==> src/rtl/march_pkg.sv <==
package march_pkg;
  localparam int ORD_W  = 2;
  localparam int OP_W   = 2;
  localparam int OP_WR  = 0;
  localparam int OP_VAL = 1;

  typedef enum logic [ORD_W-1:0] {
    ORD_ANY  = 2'd0,
    ORD_UP   = 2'd1,
    ORD_DOWN = 2'd2,
    ORD_RSVD = 2'd3
  } order_e;
endpackage

==> src/rtl/march_addr_gen.sv <==
module march_addr_gen #(
  parameter int ADDR_W = 4
) (
  input  logic              clk_i,
  input  logic              rst_ni,
  input  logic              load_i,
  input  logic              step_i,
  input  logic              down_i,
  input  logic              ac_i,
  output logic [ADDR_W-1:0] addr_o,
  output logic              last_o
);
  localparam logic [ADDR_W-1:0] ADDR_MAX = '1;
  localparam logic [ADDR_W-1:0] ADDR_LOW = ADDR_MAX >> 1;
  localparam logic [ADDR_W-1:0] ADDR_MID = ADDR_MAX ^ ADDR_LOW;

  logic [ADDR_W-1:0] a_q, b_q, cnt_q;
  logic              ph_q, down_q, ac_q;

  // a counts up (or down when linear-down), b counts down; ph selects b
  always_ff @(posedge clk_i or negedge rst_ni) begin
    if (!rst_ni) begin
      a_q    <= '0;
      b_q    <= '0;
      cnt_q  <= '0;
      ph_q   <= 1'b0;
      down_q <= 1'b0;
      ac_q   <= 1'b0;
    end else if (load_i) begin
      down_q <= down_i;
      ac_q   <= ac_i;
      ph_q   <= 1'b0;
      cnt_q  <= '0;
      if (ac_i) begin
        a_q <= down_i ? ADDR_MID : '0;
        b_q <= down_i ? ADDR_LOW : ADDR_MAX;
      end else begin
        a_q <= down_i ? ADDR_MAX : '0;
        b_q <= ADDR_MAX;
      end
    end else if (step_i) begin
      cnt_q <= cnt_q + 1'b1;
      if (ac_q) begin
        ph_q <= ~ph_q;
        if (!ph_q) a_q <= a_q + 1'b1;
        else       b_q <= b_q - 1'b1;
      end else if (down_q) begin
        a_q <= a_q - 1'b1;
      end else begin
        a_q <= a_q + 1'b1;
      end
    end
  end

  assign addr_o = (ac_q && ph_q) ? b_q : a_q;
  assign last_o = (cnt_q == ADDR_MAX);

  assert_lin_up_R4: assert property (@(posedge clk_i) disable iff (!rst_ni)
    step_i && !load_i && !ac_q && !down_q |=> addr_o == $past(addr_o) + 1'b1);
  assert_lin_down_R5: assert property (@(posedge clk_i) disable iff (!rst_ni)
    step_i && !load_i && !ac_q && down_q |=> addr_o == $past(addr_o) - 1'b1);
  assert_ac_pair_R6: assert property (@(posedge clk_i) disable iff (!rst_ni)
    step_i && !load_i && ac_q && !ph_q |=> addr_o == ~$past(addr_o));
endmodule

==> src/rtl/march_chk.sv <==
module march_chk #(
  parameter int ADDR_W = 4,
  parameter int DATA_W = 8
) (
  input  logic              clk_i,
  input  logic              rst_ni,
  input  logic              clear_i,
  input  logic              rd_vld_i,
  input  logic [DATA_W-1:0] exp_i,
  input  logic [ADDR_W-1:0] addr_i,
  input  logic              last_i,
  input  logic [DATA_W-1:0] rdata_i,
  output logic              fail_o,
  output logic [ADDR_W-1:0] fail_addr_o,
  output logic              done_o
);
  logic              p_vld_q, p_last_q, fail_q, done_q;
  logic [DATA_W-1:0] p_exp_q;
  logic [ADDR_W-1:0] p_addr_q, fail_addr_q;
  logic              mismatch;

  // stage aligns expectation with the SRAM's one-cycle read latency
  always_ff @(posedge clk_i or negedge rst_ni) begin
    if (!rst_ni) begin
      p_vld_q  <= 1'b0;
      p_last_q <= 1'b0;
      p_exp_q  <= '0;
      p_addr_q <= '0;
      done_q   <= 1'b0;
    end else begin
      p_vld_q  <= rd_vld_i;
      p_last_q <= last_i;
      p_exp_q  <= exp_i;
      p_addr_q <= addr_i;
      done_q   <= p_last_q;
    end
  end

  assign mismatch = p_vld_q && (rdata_i != p_exp_q);

  always_ff @(posedge clk_i or negedge rst_ni) begin
    if (!rst_ni) begin
      fail_q      <= 1'b0;
      fail_addr_q <= '0;
    end else if (clear_i) begin
      fail_q      <= 1'b0;
      fail_addr_q <= '0;
    end else if (mismatch && !fail_q) begin
      fail_q      <= 1'b1;
      fail_addr_q <= p_addr_q;
    end
  end

  assign fail_o      = fail_q;
  assign fail_addr_o = fail_addr_q;
  assign done_o      = done_q;

  assert_done_pulse_R11: assert property (@(posedge clk_i) disable iff (!rst_ni)
    done_o |=> !done_o);
  assert_fail_sticky_R10: assert property (@(posedge clk_i) disable iff (!rst_ni)
    fail_o && !clear_i |=> fail_o);
  assert_fail_addr_hold_R10: assert property (@(posedge clk_i) disable iff (!rst_ni)
    fail_o && !clear_i |=> $stable(fail_addr_o));
endmodule

==> src/rtl/march_ctrl.sv <==
module march_ctrl
  import march_pkg::*;
#(
  parameter int ADDR_W   = 4,
  parameter int DATA_W   = 8,
  parameter int MAX_ELEM = 8,
  parameter int MAX_OPS  = 4,
  localparam int OPC_W   = $clog2(MAX_OPS),
  localparam int ELC_W   = $clog2(MAX_ELEM),
  localparam int OPS_LSB = ORD_W + 1 + OPC_W,
  localparam int EW      = OPS_LSB + OP_W * MAX_OPS
) (
  input  logic                   clk_i,
  input  logic                   rst_ni,
  input  logic                   start_i,
  input  logic [ELC_W-1:0]       last_elem_i,
  input  logic [MAX_ELEM*EW-1:0] prog_i,
  input  logic [DATA_W-1:0]      bg_i,
  output logic                   busy_o,
  output logic                   done_o,
  output logic                   fail_o,
  output logic [ADDR_W-1:0]      fail_addr_o,
  output logic                   mem_en_o,
  output logic                   mem_we_o,
  output logic [ADDR_W-1:0]      mem_addr_o,
  output logic [DATA_W-1:0]      mem_wdata_o,
  input  logic [DATA_W-1:0]      mem_rdata_i
);
  order_e           elem_ord  [MAX_ELEM];
  logic             elem_ac   [MAX_ELEM];
  logic [OPC_W-1:0] elem_nops [MAX_ELEM];
  logic [OP_W-1:0]  elem_op   [MAX_ELEM][MAX_OPS];

  for (genvar e = 0; e < MAX_ELEM; e++) begin : g_elem
    localparam int BASE = e * EW;
    assign elem_ord[e]  = order_e'(prog_i[BASE +: ORD_W]);
    assign elem_ac[e]   = prog_i[BASE + ORD_W];
    assign elem_nops[e] = prog_i[BASE + ORD_W + 1 +: OPC_W];
    for (genvar j = 0; j < MAX_OPS; j++) begin : g_op
      assign elem_op[e][j] = prog_i[BASE + OPS_LSB + j*OP_W +: OP_W];
    end
  end

  logic              run_q;
  logic [ELC_W-1:0]  elem_q, nxt_elem;
  logic [OPC_W-1:0]  op_q;
  logic [OP_W-1:0]   cur_op;
  logic              start_ok, op_last, elem_last, addr_last, elem_adv, fin;
  logic              gen_load, gen_step, gen_down, gen_ac;
  logic [ADDR_W-1:0] addr;
  logic [DATA_W-1:0] op_data;

  assign start_ok  = start_i && !run_q;
  assign cur_op    = elem_op[elem_q][op_q];
  assign op_last   = (op_q == elem_nops[elem_q]);
  assign elem_last = (elem_q == last_elem_i);
  assign elem_adv  = run_q && op_last && addr_last;
  assign fin       = elem_adv && elem_last;
  assign nxt_elem  = start_ok ? '0 : elem_q + 1'b1;
  assign gen_load  = start_ok || (elem_adv && !elem_last);
  assign gen_step  = run_q && op_last && !addr_last;
  assign gen_down  = (elem_ord[nxt_elem] == ORD_DOWN);
  assign gen_ac    = elem_ac[nxt_elem];

  always_ff @(posedge clk_i or negedge rst_ni) begin
    if (!rst_ni) begin
      run_q  <= 1'b0;
      elem_q <= '0;
      op_q   <= '0;
    end else if (start_ok) begin
      run_q  <= 1'b1;
      elem_q <= '0;
      op_q   <= '0;
    end else if (run_q) begin
      if (op_last) begin
        op_q <= '0;
        if (addr_last) begin
          if (elem_last) run_q  <= 1'b0;
          else           elem_q <= elem_q + 1'b1;
        end
      end else begin
        op_q <= op_q + 1'b1;
      end
    end
  end

  march_addr_gen #(.ADDR_W(ADDR_W)) u_addr_gen (
    .clk_i  (clk_i),
    .rst_ni (rst_ni),
    .load_i (gen_load),
    .step_i (gen_step),
    .down_i (gen_down),
    .ac_i   (gen_ac),
    .addr_o (addr),
    .last_o (addr_last)
  );

  assign op_data     = cur_op[OP_VAL] ? ~bg_i : bg_i;
  assign mem_en_o    = run_q;
  assign mem_we_o    = run_q && cur_op[OP_WR];
  assign mem_addr_o  = addr;
  assign mem_wdata_o = op_data;
  assign busy_o      = run_q;

  march_chk #(.ADDR_W(ADDR_W), .DATA_W(DATA_W)) u_chk (
    .clk_i       (clk_i),
    .rst_ni      (rst_ni),
    .clear_i     (start_ok),
    .rd_vld_i    (run_q && !cur_op[OP_WR]),
    .exp_i       (op_data),
    .addr_i      (addr),
    .last_i      (fin),
    .rdata_i     (mem_rdata_i),
    .fail_o      (fail_o),
    .fail_addr_o (fail_addr_o),
    .done_o      (done_o)
  );

  assert_addr_hold_R3: assert property (@(posedge clk_i) disable iff (!rst_ni)
    run_q && !op_last |=> mem_addr_o == $past(mem_addr_o));
  assert_back_to_back_R8: assert property (@(posedge clk_i) disable iff (!rst_ni)
    mem_en_o && !fin |=> mem_en_o);
  assert_start_access_R2: assert property (@(posedge clk_i) disable iff (!rst_ni)
    start_ok |=> mem_en_o);
endmodule

==> config.mk <==
export PLATFORM = sky130hd
export DESIGN_NAME = march_ctrl
export DESIGN_NICKNAME = d
export VERILOG_FILES = /design/src/rtl/march_pkg.sv /design/src/rtl/march_addr_gen.sv /design/src/rtl/march_chk.sv /design/src/rtl/march_ctrl.sv
export SDC_FILE = /design/constraint.sdc
export NUM_CORES = 1
export LEC_CHECK = 0
export ABC_AREA = 1
export BUFFER_PORTS_ARGS = -buffer_cell sky130_fd_sc_hd__buf_4
export CORE_UTILIZATION = 26
export DETAILED_ROUTE_END_ITERATION = 6
export PLACE_DENSITY = 0.46
export REMOVE_ABC_BUFFERS = 1
export SKIP_LAST_GASP = 1
export SYNTH_ARGS = -nofsm -noshare
export SYNTH_HDL_FRONTEND = slang
export SYNTH_HIERARCHICAL = 1
export SYNTH_SLANG_ARGS = --single-unit
==> constraint.sdc <==
create_clock -name clk_i -period 2.94 [get_ports clk_i]
set_clock_uncertainty 0.15 [all_clocks]
set_input_delay 0.588 -clock clk_i [delete_from_list [all_inputs] [get_ports clk_i]]
set_output_delay 0.588 -clock clk_i [all_outputs]
set_load 0.03 [all_outputs]
==> impl_metrics.py, run 1 <==
metrics = {
    "synth": {
        "synth_seq_cells": 41,
        "yosys.area.top_type": "dfrtp_1",
        "yosysWarnings": 6,
        "ys_top_cells_by_area": "dfrtp_1 31%, nand2_1 14%, nor2_1 7.4%",
        "syn_avg_cell_area_um2": 6.60,
        "syn_inst": 509,
        "ys_types": 42,
        "synth_top_cell_area_share": 0.305,
        "syn_area_um2": 3360,
        "yosysSeqAreaShare": 0.305,
    },
    "timing": {
        "final_max_slew_viol_count": 0,
        "finalSetupViolCount": 0,
        "worstMarginPinSlew_ns": 0.532,
        "timing.final.crit_share": 0.955,
        "rsz0062_at_grt": "false",
        "finalHoldViolCount": 0,
        "max_freq_mhz": 356,
        "max_slew_margin": 0.645,
        "finalCriticalPeriod_ns": 2.81,
    },
    "floorplan": {
        "core_area_um2": 12600,
        "ios": 147,
        "die_area_um2": 13400,
        "num_rows": 41,
        "die-width_um": 116,
        "die-height_um": 116,
        "start_util": 0.266,
    },
    "status": {
        "status": "complete, no violations",
    },
    "setup_path": {
        "startpoint": "elem_q[0]",
        "cp.required_ns": 2.20,
        "r2r_slack_ns": 0.38,
        "cp-end-kind": "output port",
        "crit_fanout": 25,
        "cp-start-kind": "flip-flop",
        "critical_path_class": "reg -> out",
        "arrival_ns": 2.07,
        "reg2reg_from": "elem_q[0]",
    },
    "cts": {
        "clockBufferDepth": 2,
        "clock_sinks": 41,
        "path_clk_slew_ns": 0.06,
        "ctsHoldBuffers": 0,
        "cts_root_buf": "clkbuf_16",
        "cts_buffers": 5,
        "htree_levels": 2,
        "worstSkewPairLatency_ns": 0.28,
        "cts_tree": "built",
    },
    "global_routing": {
        "grt_max_degree": 42,
        "antenna_found_initial": 0,
        "grt_pass1_wl_um": 16800,
        "grt-ovfl-total": 0,
        "grt_usage": 0.159,
        "grt_pass1_vias": 3539,
    },
    "routing": {
        "routed_wl_um": 10700,
        "vias_per_cell": 4.51,
        "ant_nets": 0,
        "routedWlPerCell_um": 12.8,
        "vias": 3762,
        "drt_iter0_drc": 126,
        "drc": 0,
        "drt_pass1_iterations": 5,
    },
    "min_path": {
        "hold_class": "in -> async",
    },
    "place": {
        "place_hpwl_um": 8380,
        "gp_congestion": 0.817,
        "placed_cell_area_um2": 4590,
        "portBuffers": 146,
    },
    "cells_and_area": {
        "fillers": 1382,
        "post-route-util": 0.391,
        "regArea_um2": 1030,
        "synthToLayoutAreaGrowth_pct": 46.7,
        "multi_input_area_um2": 1910,
        "stdcell_area_um2": 4930,
        "num_antenna_cells": 0,
        "nNetsFinal": 792,
        "drive_gt1_frac": 0.329,
    },
    "power": {
        "clock_power_share": 0.110,
        "switching_share": 0.487,
        "p_int_mw": 2.42,
        "power_density_nw_per_um2": 957,
        "combPwrFrac": 0.672,
        "switching_power_mw": 2.30,
        "p_seq_frac": 0.218,
        "p_leak_nw": 2.63,
        "ir_worst_vdd_mv": 0.242,
    },
    "run": {
        "cap_violations": 0,
    },
}
## metrics by stage
stage | setup TNS (ns) | hold slack (ns) | worst slack, ns | cells | power (mW)
detailed placement | 0 | 0.201 | 0.253 | 818 | 3.94
global placement | 0 | 0.186 | 0.287 | 818 | 3.91
CTS | 0 | 0.165 | 0.00309 | 826 | 4.51
global route | 0 | 0.189 | 0.0115 | 834 | 5.15
floorplan | -3.23 | 0.142 | -0.281 | 490 | 2.98
finish | 0 | 0.138 | 0.133 | 834 | 4.72
## synth_stat cells (all sizes together)
library cell	instances
a21oi	13
a22oi	2
a31oi	4
buf	18
clkbuf	1
clkinv	2
dfrtp	41
ha	5
inv	72
mux2	1
nand2	138
nand3	49
nand3b	3
nand4	4
nor2	67
nor3	4
o211ai	7
o21a	1
o21ai	58
o21bai	1
o221ai	3
o22ai	2
o31ai	1
or2	2
xnor2	9
xor2	1
## metal layers
metal,GRT usage,part of all wire,vias up
li1,-,-,1929
met1,0.197,0.45,1726
met2,0.286,0.49,95
met3,0.0241,0.043,12
met4,0.0462,0.018,0
met5,0,0,-
## state kept, by name (all words and copies together) (netlist names)
signal	cells
u_chk/p_addr_q	4
u_chk/p_last_q	1
op_q	2
u_chk/fail_addr_o	4
elem_q	3
busy_o	1
u_addr_gen/ac_q	1
u_chk/done_o	1
u_addr_gen/a_q	4
u_chk/fail_o	1
u_addr_gen/cnt_q	4
u_addr_gen/b_q	4
u_chk/p_exp_q	8
u_addr_gen/ph_q	1
u_addr_gen/down_q	1
u_chk/p_vld_q	1
## worst max-delay path: stages (launching register included)
cell and delay [ns]:
dfrtp_2 0.42, buf_4 0.16, clkinv_8 0.10, o21ai_0 0.09
o22ai_1 0.23, nand2_1 0.10, nand3_2 0.10, nand2_4 0.08
nor2_4 0.17, nand2_1 0.07, nand2_1 0.09, buf_4 0.16
## layout make-up
type,count,share of cell area
tap,172,0.0437
timing repair buffer,164,0.269
clock inverter,2,0.00203
sequential,41,0.209
inverter,74,0.0619
clock buffer,6,0.0261
multi-input combinational,375,0.388
## path summary, 6_finish.rpt
check,end,cells after the start
max reg2reg,u_addr_gen/a_q[2],17
min in group clk_i,u_chk/done_o,0
max in group asynchronous,elem_q[1],1
min,u_addr_gen/a_q[3],1
max,mem_wdata_o[2],11
min reg2reg,u_chk/done_o,0
## what timing repair did
item                                    4_1_cts  5_1_grt
pin swaps                                     0        4
resized for setup                             4       24
cloned                                        0        3
endpoints found under the setup margin        8        9
setup buffers                                 0        5
## power groups by stage
stage / logic, mW / registers, mW / clock network, mW
2_1_floorplan: 1.87 / 1.11 / 0
3_5_place_dp: 2.91 / 1.03 / 0
5_1_grt: 3.53 / 1.06 / 0.563
4_1_cts: 2.93 / 1.03 / 0.545
6_report: 3.17 / 1.03 / 0.520
3_3_place_gp: 2.89 / 1.03 / 0
## kinds of logic after synthesis
kind of cell	synth area share
flip-flops	0.305
adder cells (fa/ha/maj)	0.0186
XOR/XNOR	0.0261
multiplexers	0.00335
buffers and inverters	0.132
AO/OA/AOI/OAI	0.161
AND/OR/NAND/NOR	0.353
## placed cells by master, fill, tap and decap left out, types with 3 or more instances in the layout
| cell type | netlist | final |
|---|---|---|
| ha_1 | 5 | 5 |
| o211ai_1 | 7 | 7 |
| nand4_1 | 4 | 4 |
| inv_1 | 64 | 64 |
| nand3_2 | 5 | 6 |
| inv_2 | 7 | 5 |
| o21ai_0 | 46 | 44 |
| nand2_1 | 124 | 120 |
| nand3b_1 | 3 | 3 |
| nand3_1 | 44 | 43 |
| o21ai_1 | 10 | 12 |
| nand2_4 | 3 | 5 |
| o221ai_1 | 3 | 3 |
| dfrtp_1 | 41 | 39 |
| buf_6 | 4 | 8 |
| clkbuf_16 | 0 | 8 |
| xnor2_1 | 9 | 9 |
| a21oi_1 | 11 | 11 |
| buf_4 | 5 | 152 |
| a31oi_1 | 3 | 3 |
| nor2_1 | 66 | 66 |
| nand2_2 | 11 | 13 |
Note: power is estimated with default switching activity, not from simulation.
==> run 2: changes to the inputs <==
--- a/config.mk
+++ b/config.mk
@@ -7,6 +7,7 @@
 export LEC_CHECK = 0
 export ABC_AREA = 1
 export BUFFER_PORTS_ARGS = -buffer_cell sky130_fd_sc_hd__buf_4
+export CORE_MARGIN = 5
 export CORE_UTILIZATION = 26
 export DETAILED_ROUTE_END_ITERATION = 6
 export PLACE_DENSITY = 0.46
==> impl_metrics.py, run 2 (same netlist as run 1, synthesis figures left out) <==
metrics = {
    "setup_path": {
        "cp-start-kind": "flip-flop",
        "cp-end-kind": "output port",
        "crit_slowest_cell": "dfrtp_2",
        "crit_top_cell": "nand2_1",
        "crit_fanout": 12,
        "arrival_ns": 2.03,
        "cpPeakStageDelay_ns": 0.43,
        "critical_path_class": "reg -> out",
        "cp.required_ns": 2.20,
        "worstRegToRegCells": 18,
        "crit_chain": "buf_4, clkbuf_16, o21ai_0, o21ai_1, nand2_1, nand3_1, nand2_4, nor2_4, nand2_1, nand2_1, buf_4",
    },
    "routing": {
        "vias": 3766,
        "drc": 0,
        "ant_nets": 0,
        "routedWlPerCell_um": 13.2,
        "drt_iter0_drc": 125,
        "vias_per_cell": 4.51,
        "routed_wl_um": 11000,
        "drt_pass1_iterations": 4,
    },
    "global_routing": {
        "antenna_found_initial": 0,
        "grt_pass1_vias": 3737,
        "grt_usage": 0.143,
        "grt_pass1_wl_um": 17600,
        "grt-ovfl-total": 0,
        "grt_max_degree": 49,
    },
    "timing": {
        "final_max_slew_viol_count": 0,
        "finalHoldViolCount": 0,
        "max_freq_mhz": 362,
        "timing.final.crit_share": 0.940,
        "finalCriticalPeriod_ns": 2.76,
        "max_slew_margin": 0.645,
        "worstMarginPinSlew_ns": 0.533,
        "finalSetupViolCount": 0,
    },
    "cells_and_area": {
        "final_common_cell": "buf_4",
        "top_register": "u_chk/p_exp_q",
        "multi_input_area_um2": 1910,
        "largest_reg_flops": 8,
        "nNetsFinal": 793,
        "num_antenna_cells": 0,
        "drive_gt1_frac": 0.329,
        "post-route-util": 0.391,
        "fillers": 1367,
        "regArea_um2": 1030,
        "synthToLayoutAreaGrowth_pct": 47.0,
        "mostFrequentLayoutCells": "154 x buf_4, 121 x nand2_1, 66 x nor2_1",
    },
    "cts": {
        "cts_root_buf": "clkbuf_16",
        "cts_buffers": 5,
        "path_clk_slew_ns": 0.06,
        "worstSkewPairLatency_ns": 0.28,
        "cts_tree": "built",
        "clockBufferDepth": 2,
        "htree_levels": 2,
        "clock_sinks": 41,
    },
    "floorplan": {
        "die-height_um": 124,
        "core_area_um2": 12600,
        "die_area_um2": 15300,
        "ios": 147,
        "num_rows": 41,
        "start_util": 0.266,
        "die-width_um": 124,
    },
    "power": {
        "finalPower_mw": 4.81,
        "p_leak_nw": 2.64,
        "ir_worst_vdd_mv": 0.298,
        "power_density_nw_per_um2": 974,
    },
    "place": {
        "portBuffers": 146,
        "gp_congestion": 0.863,
        "place_hpwl_um": 8700,
    },
    "min_path": {
        "hold_class": "in -> async",
    },
    "run": {
        "cap_violations": 0,
    },
    "status": {
        "status": "complete, no violations",
    },
}
==> run 2: cell count changes in the layout (fill, tap and decap cells not counted), sizes merged <==
cell      before  now
clkbuf         9    8
buf          161  163
clkinvlp       0    1
inv           70   71
bufinv         0    1
clkinv         6    3
==> run 2: stage by stage <==
step	setup TNS, ns	hold WS, ns	area (µm²)	cells	setup WS (ns)
after floorplan	-3.23	0.142	3200	490	-0.281
after global placement	0	0.188	4590	816	0.258
after detailed placement	0	0.192	4590	816	0.266
after CTS	0	0.160	4770	824	0.0000737
after global routing	-0.0142	0.182	4940	835	-0.0118
final	0	0.128	4940	835	0.176
==> run 2: what timing repair did <==
action / 4_1_cts / 5_1_grt
hold endpoints to repair: 0 / 0
gates resized for setup: 2 / 18
setup buffers: 0 / 9
hold buffers: 0 / 0
pin swaps: 0 / 2
gates cloned: 0 / 2
endpoints found under the setup margin: 8 / 11
==> run 2: worst max-delay path, delay by kind of cell, from the launching register on <==
kind,cells,cell delay [ns]
DFF,1,0.43
and+or+nand+nor,6,0.64
AOI/OAI and AO/OA,2,0.22
buffers and inverters,3,0.47
==> run 2: where the power goes <==
| part | internal (mW) | leakage [nW] | switching, mW |
|---|---|---|---|
| combinational | 1.26 | 2.07 | 1.89 |
| clock | 0.424 | 0.0831 | 0.223 |
| sequential | 0.826 | 0.482 | 0.192 |
==> run 2: cell type report <==
| type | count | area share |
|---|---|---|
| multi-input cells | 375 | 0.386 |
| clock buffers | 6 | 0.0281 |
| well taps | 172 | 0.0436 |
| inverters | 74 | 0.0603 |
| repair buffers | 165 | 0.266 |
| flip-flops and latches | 41 | 0.208 |
| clock inverters | 2 | 0.00760 |
==> run 2: worst paths after layout <==
check | from | to | slack, ns
worst min-delay path | rst_ni | u_addr_gen/a_q[3] | 0.13
worst min register to register | u_chk/p_last_q | u_chk/done_o | 0.21
min in group clk_i | u_chk/p_last_q | u_chk/done_o | 0.21
worst max-delay path | elem_q[0] | mem_wdata_o[7] | 0.18
max in group asynchronous | rst_ni | elem_q[0] | 2.10
worst max register to register | elem_q[0] | u_addr_gen/a_q[2] | 0.31
==> run 2: metal layers <==
layer | part of all wire | track usage | vias to the layer above
met5 | 0 | 0 | -
met4 | 0.015 | 0.0401 | 0
met3 | 0.049 | 0.0232 | 12
met2 | 0.49 | 0.253 | 101
met1 | 0.44 | 0.179 | 1721
li1 | - | - | 1932
